### src/rtl/idmb_pkg.sv
package idmb_pkg;

  localparam logic [7:0] SET_IDENTIFY = 8'h40;
  localparam logic [7:0] OP_MEMDEV    = 8'h00;
  localparam logic [15:0] EXP_IN_LEN  = 16'd0;

  localparam int RSP_BYTES = 67;

  localparam logic [15:0] RC_OK          = 16'h0000;
  localparam logic [15:0] RC_INTERNAL    = 16'h0002;
  localparam logic [15:0] RC_UNSUPPORTED = 16'h0015;
  localparam logic [15:0] RC_BAD_LEN     = 16'h0016;

  localparam int OFS_FWREV    = 0;
  localparam int FWREV_BYTES  = 16;
  localparam int OFS_TOTAL    = 16;
  localparam int OFS_VOLATILE = 24;
  localparam int OFS_PERSIST  = 32;
  localparam int CAP_FIELD_BYTES = 8;

  typedef enum logic {
    ST_IDLE,
    ST_STREAM
  } seq_state_e;

endpackage

### src/rtl/idmb_cmd_decode.sv
module idmb_cmd_decode
  import idmb_pkg::*;
#(
  parameter int CAP_W      = 64,
  parameter int UNIT_SHIFT = 28
) (
  input  logic [7:0]       set_i,
  input  logic [7:0]       op_i,
  input  logic [15:0]      in_len_i,
  input  logic [CAP_W-1:0] cap_i,
  output logic [15:0]      status_o
);

  logic opcode_hit;
  logic len_bad;
  logic misaligned;

  assign opcode_hit = (set_i == SET_IDENTIFY) && (op_i == OP_MEMDEV);
  assign len_bad    = (in_len_i != EXP_IN_LEN);
  assign misaligned = |cap_i[UNIT_SHIFT-1:0];

  // Priority: unknown opcode, then bad length, then misaligned capacity
  always_comb begin
    if (!opcode_hit)      status_o = RC_UNSUPPORTED;
    else if (len_bad)     status_o = RC_BAD_LEN;
    else if (misaligned)  status_o = RC_INTERNAL;
    else                  status_o = RC_OK;
  end

endmodule

### src/rtl/idmb_rsp_fields.sv
module idmb_rsp_fields
  import idmb_pkg::*;
#(
  parameter int            ADDR_W  = 8,
  parameter int            UNITS_W = 36,
  parameter logic [127:0]  FW_REV  = 128'h0
) (
  input  logic [ADDR_W-1:0]  addr_i,
  input  logic [UNITS_W-1:0] units_i,
  output logic [7:0]         byte_o
);

  localparam int NUM_CAP_FIELDS = 2;

  logic [63:0] units64;
  assign units64 = {{(64-UNITS_W){1'b0}}, units_i};

  logic       fw_hit;
  logic [7:0] fw_byte;
  assign fw_hit  = (addr_i < ADDR_W'(OFS_FWREV + FWREV_BYTES));
  assign fw_byte = FW_REV[{addr_i[3:0], 3'b000} +: 8];

  logic [NUM_CAP_FIELDS-1:0] cap_hit;
  logic [7:0]                cap_byte [NUM_CAP_FIELDS];

  // Both capacity fields carry the same unit count at their own offsets
  for (genvar g = 0; g < NUM_CAP_FIELDS; g++) begin : g_cap
    localparam int OFS = (g == 0) ? OFS_TOTAL : OFS_PERSIST;
    logic [ADDR_W-1:0] rel;
    assign rel         = addr_i - ADDR_W'(OFS);
    assign cap_hit[g]  = (rel < ADDR_W'(CAP_FIELD_BYTES));
    assign cap_byte[g] = units64[{rel[2:0], 3'b000} +: 8];
  end

  always_comb begin
    byte_o = 8'h00;
    if (fw_hit) byte_o = fw_byte;
    for (int i = 0; i < NUM_CAP_FIELDS; i++) begin
      if (cap_hit[i]) byte_o = cap_byte[i];
    end
  end

endmodule

### src/rtl/idmb_seq.sv
module idmb_seq
  import idmb_pkg::*;
#(
  parameter int ADDR_W     = 8,
  parameter int CAP_W      = 64,
  parameter int UNIT_SHIFT = 28,
  localparam int UNITS_W   = CAP_W - UNIT_SHIFT
) (
  input  logic               clk,
  input  logic               rst,
  input  logic               start_i,
  input  logic [15:0]        status_i,
  input  logic [CAP_W-1:0]   cap_i,
  input  logic [7:0]         byte_i,
  output logic [ADDR_W-1:0]  rd_addr_o,
  output logic [UNITS_W-1:0] units_o,
  output logic               wr_en_o,
  output logic [ADDR_W-1:0]  wr_addr_o,
  output logic [7:0]         wr_data_o,
  output logic               done_o,
  output logic [15:0]        ret_o,
  output logic [15:0]        len_o
);

  localparam logic [ADDR_W-1:0] LAST = ADDR_W'(RSP_BYTES - 1);

  seq_state_e         state_q;
  logic [ADDR_W-1:0]  addr_q;
  logic [UNITS_W-1:0] units_q;
  logic               wr_en_q;
  logic [ADDR_W-1:0]  wr_addr_q;
  logic [7:0]         wr_data_q;
  logic               done_q;
  logic [15:0]        ret_q;
  logic [15:0]        len_q;
  logic               accept;

  // Idle only once the last byte has left the write port
  assign accept = start_i && (state_q == ST_IDLE) && !wr_en_q;

  always_ff @(posedge clk) begin
    if (rst) begin
      state_q   <= ST_IDLE;
      addr_q    <= '0;
      units_q   <= '0;
      wr_en_q   <= 1'b0;
      wr_addr_q <= '0;
      wr_data_q <= '0;
      done_q    <= 1'b0;
      ret_q     <= RC_OK;
      len_q     <= '0;
    end else begin
      done_q  <= 1'b0;
      wr_en_q <= 1'b0;
      case (state_q)
        ST_IDLE: begin
          if (accept) begin
            if (status_i == RC_OK) begin
              state_q <= ST_STREAM;
              addr_q  <= '0;
              units_q <= cap_i[CAP_W-1:UNIT_SHIFT];
            end else begin
              done_q <= 1'b1;
              ret_q  <= status_i;
              len_q  <= '0;
            end
          end
        end
        ST_STREAM: begin
          wr_en_q   <= 1'b1;
          wr_addr_q <= addr_q;
          wr_data_q <= byte_i;
          addr_q    <= addr_q + ADDR_W'(1);
          if (addr_q == LAST) state_q <= ST_IDLE;
        end
        default: state_q <= ST_IDLE;
      endcase
      if (wr_en_q && (wr_addr_q == LAST)) begin
        done_q <= 1'b1;
        ret_q  <= RC_OK;
        len_q  <= 16'(RSP_BYTES);
      end
    end
  end

  assign rd_addr_o = addr_q;
  assign units_o   = units_q;
  assign wr_en_o   = wr_en_q;
  assign wr_addr_o = wr_addr_q;
  assign wr_data_o = wr_data_q;
  assign done_o    = done_q;
  assign ret_o     = ret_q;
  assign len_o     = len_q;

  AST_FIRST_BYTE_ZERO: assert property (@(posedge clk) disable iff (rst)
    $rose(wr_en_q) |-> (wr_addr_q == '0));
  AST_ADDR_STEP: assert property (@(posedge clk) disable iff (rst)
    (wr_en_q && $past(wr_en_q)) |-> (wr_addr_q == $past(wr_addr_q) + ADDR_W'(1)));
  AST_ADDR_BOUND: assert property (@(posedge clk) disable iff (rst)
    wr_en_q |-> (wr_addr_q <= LAST));
  AST_DONE_AFTER_LAST: assert property (@(posedge clk) disable iff (rst)
    (wr_en_q && (wr_addr_q == LAST)) |=> (done_q && (ret_q == RC_OK) && (len_q == 16'(RSP_BYTES))));
  AST_ERR_NO_PAYLOAD: assert property (@(posedge clk) disable iff (rst)
    (done_q && (ret_q != RC_OK)) |-> (!wr_en_q && (len_q == '0)));
  AST_VOLATILE_ZERO: assert property (@(posedge clk) disable iff (rst)
    (wr_en_q && (wr_addr_q >= ADDR_W'(OFS_VOLATILE)) && (wr_addr_q < ADDR_W'(OFS_PERSIST)))
      |-> (wr_data_q == 8'h00));
  AST_RESULT_HOLD: assert property (@(posedge clk) disable iff (rst)
    !done_q |-> ($stable(ret_q) && $stable(len_q)));

endmodule

### src/rtl/idmb_identify_responder.sv
module idmb_identify_responder
  import idmb_pkg::*;
#(
  parameter int           CAP_W      = 64,
  parameter int           UNIT_SHIFT = 28,
  parameter int           ADDR_W     = 8,
  parameter logic [127:0] FW_REV     = 128'h0000_0000_0000_0000_0000_3141_2D56_4552
) (
  input  logic              clk,
  input  logic              rst,
  input  logic              cmd_start,
  input  logic [7:0]        cmd_set,
  input  logic [7:0]        cmd_op,
  input  logic [15:0]       cmd_in_len,
  input  logic [CAP_W-1:0]  dev_capacity,
  output logic              pay_we,
  output logic [ADDR_W-1:0] pay_addr,
  output logic [7:0]        pay_data,
  output logic              cmd_done,
  output logic [15:0]       cmd_rc,
  output logic [15:0]       rsp_len
);

  localparam int UNITS_W = CAP_W - UNIT_SHIFT;

  logic [15:0]        status;
  logic [ADDR_W-1:0]  rd_addr;
  logic [UNITS_W-1:0] units;
  logic [7:0]         field_byte;

  idmb_cmd_decode #(
    .CAP_W      (CAP_W),
    .UNIT_SHIFT (UNIT_SHIFT)
  ) u_decode (
    .set_i    (cmd_set),
    .op_i     (cmd_op),
    .in_len_i (cmd_in_len),
    .cap_i    (dev_capacity),
    .status_o (status)
  );

  idmb_rsp_fields #(
    .ADDR_W  (ADDR_W),
    .UNITS_W (UNITS_W),
    .FW_REV  (FW_REV)
  ) u_fields (
    .addr_i  (rd_addr),
    .units_i (units),
    .byte_o  (field_byte)
  );

  idmb_seq #(
    .ADDR_W     (ADDR_W),
    .CAP_W      (CAP_W),
    .UNIT_SHIFT (UNIT_SHIFT)
  ) u_seq (
    .clk       (clk),
    .rst       (rst),
    .start_i   (cmd_start),
    .status_i  (status),
    .cap_i     (dev_capacity),
    .byte_i    (field_byte),
    .rd_addr_o (rd_addr),
    .units_o   (units),
    .wr_en_o   (pay_we),
    .wr_addr_o (pay_addr),
    .wr_data_o (pay_data),
    .done_o    (cmd_done),
    .ret_o     (cmd_rc),
    .len_o     (rsp_len)
  );

endmodule

### config.mk
export PLATFORM = sky130hd
export DESIGN_NAME = idmb_identify_responder
export DESIGN_NICKNAME = d
export VERILOG_FILES = /design/src/rtl/idmb_pkg.sv /design/src/rtl/idmb_cmd_decode.sv /design/src/rtl/idmb_rsp_fields.sv /design/src/rtl/idmb_seq.sv /design/src/rtl/idmb_identify_responder.sv
export SDC_FILE = /design/constraint.sdc
export NUM_CORES = 1
export LEC_CHECK = 0
export BUFFER_PORTS_ARGS = -buffer_cell sky130_fd_sc_hd__buf_2
export CAP_MARGIN = 25
export CORE_UTILIZATION = 40
export DETAILED_ROUTE_END_ITERATION = 16
export GPL_TIMING_DRIVEN = 1
export PLACE_DENSITY = 0.67
export SLEW_MARGIN = 5
export SYNTH_ARGS = -nofsm -noshare
export SYNTH_HDL_FRONTEND = slang
export SYNTH_SLANG_ARGS = --single-unit
### constraint.sdc
create_clock -name clk -period 2.4 [get_ports clk]
set_clock_uncertainty 0.05 [all_clocks]
set_input_delay 0.36 -clock clk [delete_from_list [all_inputs] [get_ports clk]]
set_output_delay 0.36 -clock clk [all_outputs]
set_load 0.005 [all_outputs]
==> impl_metrics.env <==
export IMPL_seqPwrFrac_pct=50.6
export IMPL_ctsResizeCount=0
export IMPL_clock_path_buffers=2
export IMPL_fin_ws_ns=0.415
export IMPL_period_minus_slack_ns=1.98
export IMPL_combPwrFrac_pct=6.1
export IMPL_instances_no_fill=633
export IMPL_async_flop_share_pct=0
export IMPL_n_antenna_cell=0
export IMPL_crit_path_cell_trace="inv_1, ha_1, a21boi_0, xnor2_1, and2_1, a32oi_1, a211oi_1"
export IMPL_timing_fmax_ghz=0.504
export IMPL_cts_tree="done"
export IMPL_finalInstanceArea_um2=4260
export IMPL_drive_above_1_share_pct=30.1
export IMPL_end_kind="flop"
export IMPL_synth_warnings=0
export IMPL_start_kind="flop"
export IMPL_drt_initial_drc_count=139
export IMPL_clkSlewWorstSetupHoldPaths_ns=0.08
export IMPL_preCtsSetupSlack_ns=0.343
export IMPL_final_max_slew_viol_count=0
export IMPL_dr_total_vias=3373
export IMPL_drv_cap=0
export IMPL_globalplace_congestion=0.869
export IMPL_grt_overflow=0
export IMPL_finalNetCount=631
export IMPL_hold_buffers=0
export IMPL_tightest_slew_ns=0.746
export IMPL_ys_seq_area_share_pct=38.4
export IMPL_start_util_pct=41.9
export IMPL_mostFrequentLayoutCell="buf_2"
export IMPL_status="finished clean"
export IMPL_setup_violations=0
export IMPL_drc=0
export IMPL_avgViaCountPerCell=5.33
export IMPL_hold_ws_ns=0.198
export IMPL_drtPass1Iterations=4
export IMPL_antenna_found_initial=0
export IMPL_hpwl_mm=6.79
export IMPL_fillers=813
export IMPL_ioPinCount=149
export IMPL_track_usage_pct=20.9
export IMPL_synth_edf_count=0
export IMPL_synthCells=415
export IMPL_p_per_area_nw_per_um2=518
export IMPL_core_area_um2=8340
export IMPL_crit_slowest_cell="dfxtp_1"
export IMPL_cts_buffers=9
export IMPL_regArea_um2=1340
export IMPL_cpPeakStageDelay_ns=0.49
export IMPL_internal_power_uw=1690
export IMPL_crit_arrival_ns=2.20
export IMPL_period_share_pct=82.7
export IMPL_multiInputGateArea_um2=1840
export IMPL_antenna_left=0
export IMPL_die_area_um2=9110
export IMPL_fp_dieH_um=95.4
export IMPL_rsz0062_at_grt="no"
export IMPL_grt_pass1_vias=3088
export IMPL_power_share_switching_pct=23.6
export IMPL_clockPowerShare_pct=43.3
export IMPL_drt_wl_total_mm=9.24
export IMPL_chipWidth_um=95.4
export IMPL_synth_seq_cells=67
export IMPL_clock_root_buffer="clkbuf_8"
export IMPL_dp_cells=617
export IMPL_crit_fanout=8
export IMPL_avgRoutedWirePerCell_um=14.6
export IMPL_syn_avg_cell_area_um2=8.41
export IMPL_syn_area_um2=3490
export IMPL_grt_first_pass_wirelength_mm=14.5
export IMPL_fin_setup_tns_ns=0
export IMPL_required_ns=2.61
export IMPL_path_class="reg2reg"
export IMPL_ir_drop_v=0.000209
export IMPL_p_sw_uw=521
export IMPL_portBuffers=123
export IMPL_synth_cell_types=54
export IMPL_row_count=33
export IMPL_power_leakage_uw=0.00174
export IMPL_placed_cell_area_um2=4060
export IMPL_grt_max_degree=79
export IMPL_hold_viol_final=0
export IMPL_maxSlewHeadroom_pct=50.2
export IMPL_cts_num_sinks=67
export IMPL_synth_ff_type="dfxtp_1"
export IMPL_final_cell_mix="buf_2, dfxtp_1, nand2_1"
export IMPL_post_cts_buffers=0
export IMPL_area_growth_pct=22.0
export IMPL_clock_latency_ns=0.34
export IMPL_h_tree_depth=3
export IMPL_min_delay_path_class="in2reg"
registers in the layout, summed over array words and instances (netlist names):
signal           count
u_seq.done_o         1
u_seq.len_o          1
u_seq.rd_addr_o      8
u_seq.ret_o          3
u_seq.state_q        1
u_seq.units_o       36
u_seq.wr_addr_o      8
u_seq.wr_data_o      8
u_seq.wr_en_o        1
logic make-up (layout without fill, tap and decap cells):
kind of cell,count (synthesis),in the layout,share of synthesized area [%]
other,1,25,0.107
multiplexers,16,16,6.38
AND/OR/NAND/NOR,159,159,23.8
AO/OA/AOI/OAI,88,88,14.9
flip-flops,67,67,38.4
buffers and inverters,69,158,11.6
XOR/XNOR,6,6,1.50
adder cells (fa/ha/maj),9,9,3.22
through the flow:
stage | power (uW) | util (%)
2_1_floorplan | 1220 | -
3_3_place_gp | 1270 | 48.7
3_5_place_dp | 1280 | 48.7
4_1_cts | 2220 | 51.1
5_1_grt | 2300 | 51.1
6_report | 2210 | 51.1
cells in the mapped netlist (6+ instances only):
library cell	instances	area share, %
nand4_1	41	7.3
nand3_1	13	1.9
clkbuf_1	17	1.8
buf_2	6	0.86
o21ai_0	45	6.4
ha_1	9	3.2
mux2i_1	11	3.2
dfxtp_1	67	38
nand2_1	48	5.2
a21oi_1	12	1.7
nor2_1	20	2.1
inv_1	7	0.75
buf_4	29	6.2
nor4_1	16	2.9
critical path, delay by kind of cell (launching register included):
family / cells / cell delay, ns
DFF: 1 / 0.49
buffers and inverters: 1 / 0.16
adders and majority gates: 1 / 0.20
and+or+nand+nor: 1 / 0.26
xor gates and xnor gates: 1 / 0.16
AOI/OAI and AO/OA: 3 / 0.59
final cells by class:
| class | count | share of cell area, % |
|---|---|---|
| inverter | 9 | 0.793 |
| tap | 105 | 3.08 |
| timing repair buffer | 133 | 16.8 |
| clock inverter | 6 | 1.53 |
| clock buffer | 10 | 3.23 |
| sequential | 67 | 31.5 |
| multi-input combinational | 303 | 43.1 |
power groups by stage:
| stage | logic, uW | clock network (uW) | registers [uW] |
|---|---|---|---|
| after CTS | 135 | 972 | 1120 |
| final | 136 | 956 | 1120 |
| after global placement | 132 | 0 | 1140 |
| after global routing | 153 | 1030 | 1120 |
| after detailed placement | 135 | 0 | 1140 |
| after floorplan | 75.5 | 0 | 1140 |
per-layer routing:
layer	share of wire, %	global-route usage, %	vias to the layer above
li1	-	-	1682
met1	45	27.2	1538
met2	47	34.0	140
met3	6.0	4.70	13
met4	1.5	7.09	0
met5	0	0	-
path summary, 6_finish.rpt:
| path | startpoint | slack [ns] | endpoint | cells past startpoint |
|---|---|---|---|---|
| setup / recovery | u_seq.rd_addr_o[6] | 0.42 | u_seq.wr_data_o[3] | 7 |
| hold / removal | dev_capacity[36] | 0.20 | u_seq.units_o[8] | 3 |
| setup reg to reg | u_seq.rd_addr_o[6] | 0.42 | u_seq.wr_data_o[3] | 7 |
| hold reg to reg | u_seq.units_o[35] | 0.41 | u_seq.units_o[35] | 2 |
Note: power is estimated with default switching activity, not from simulation.
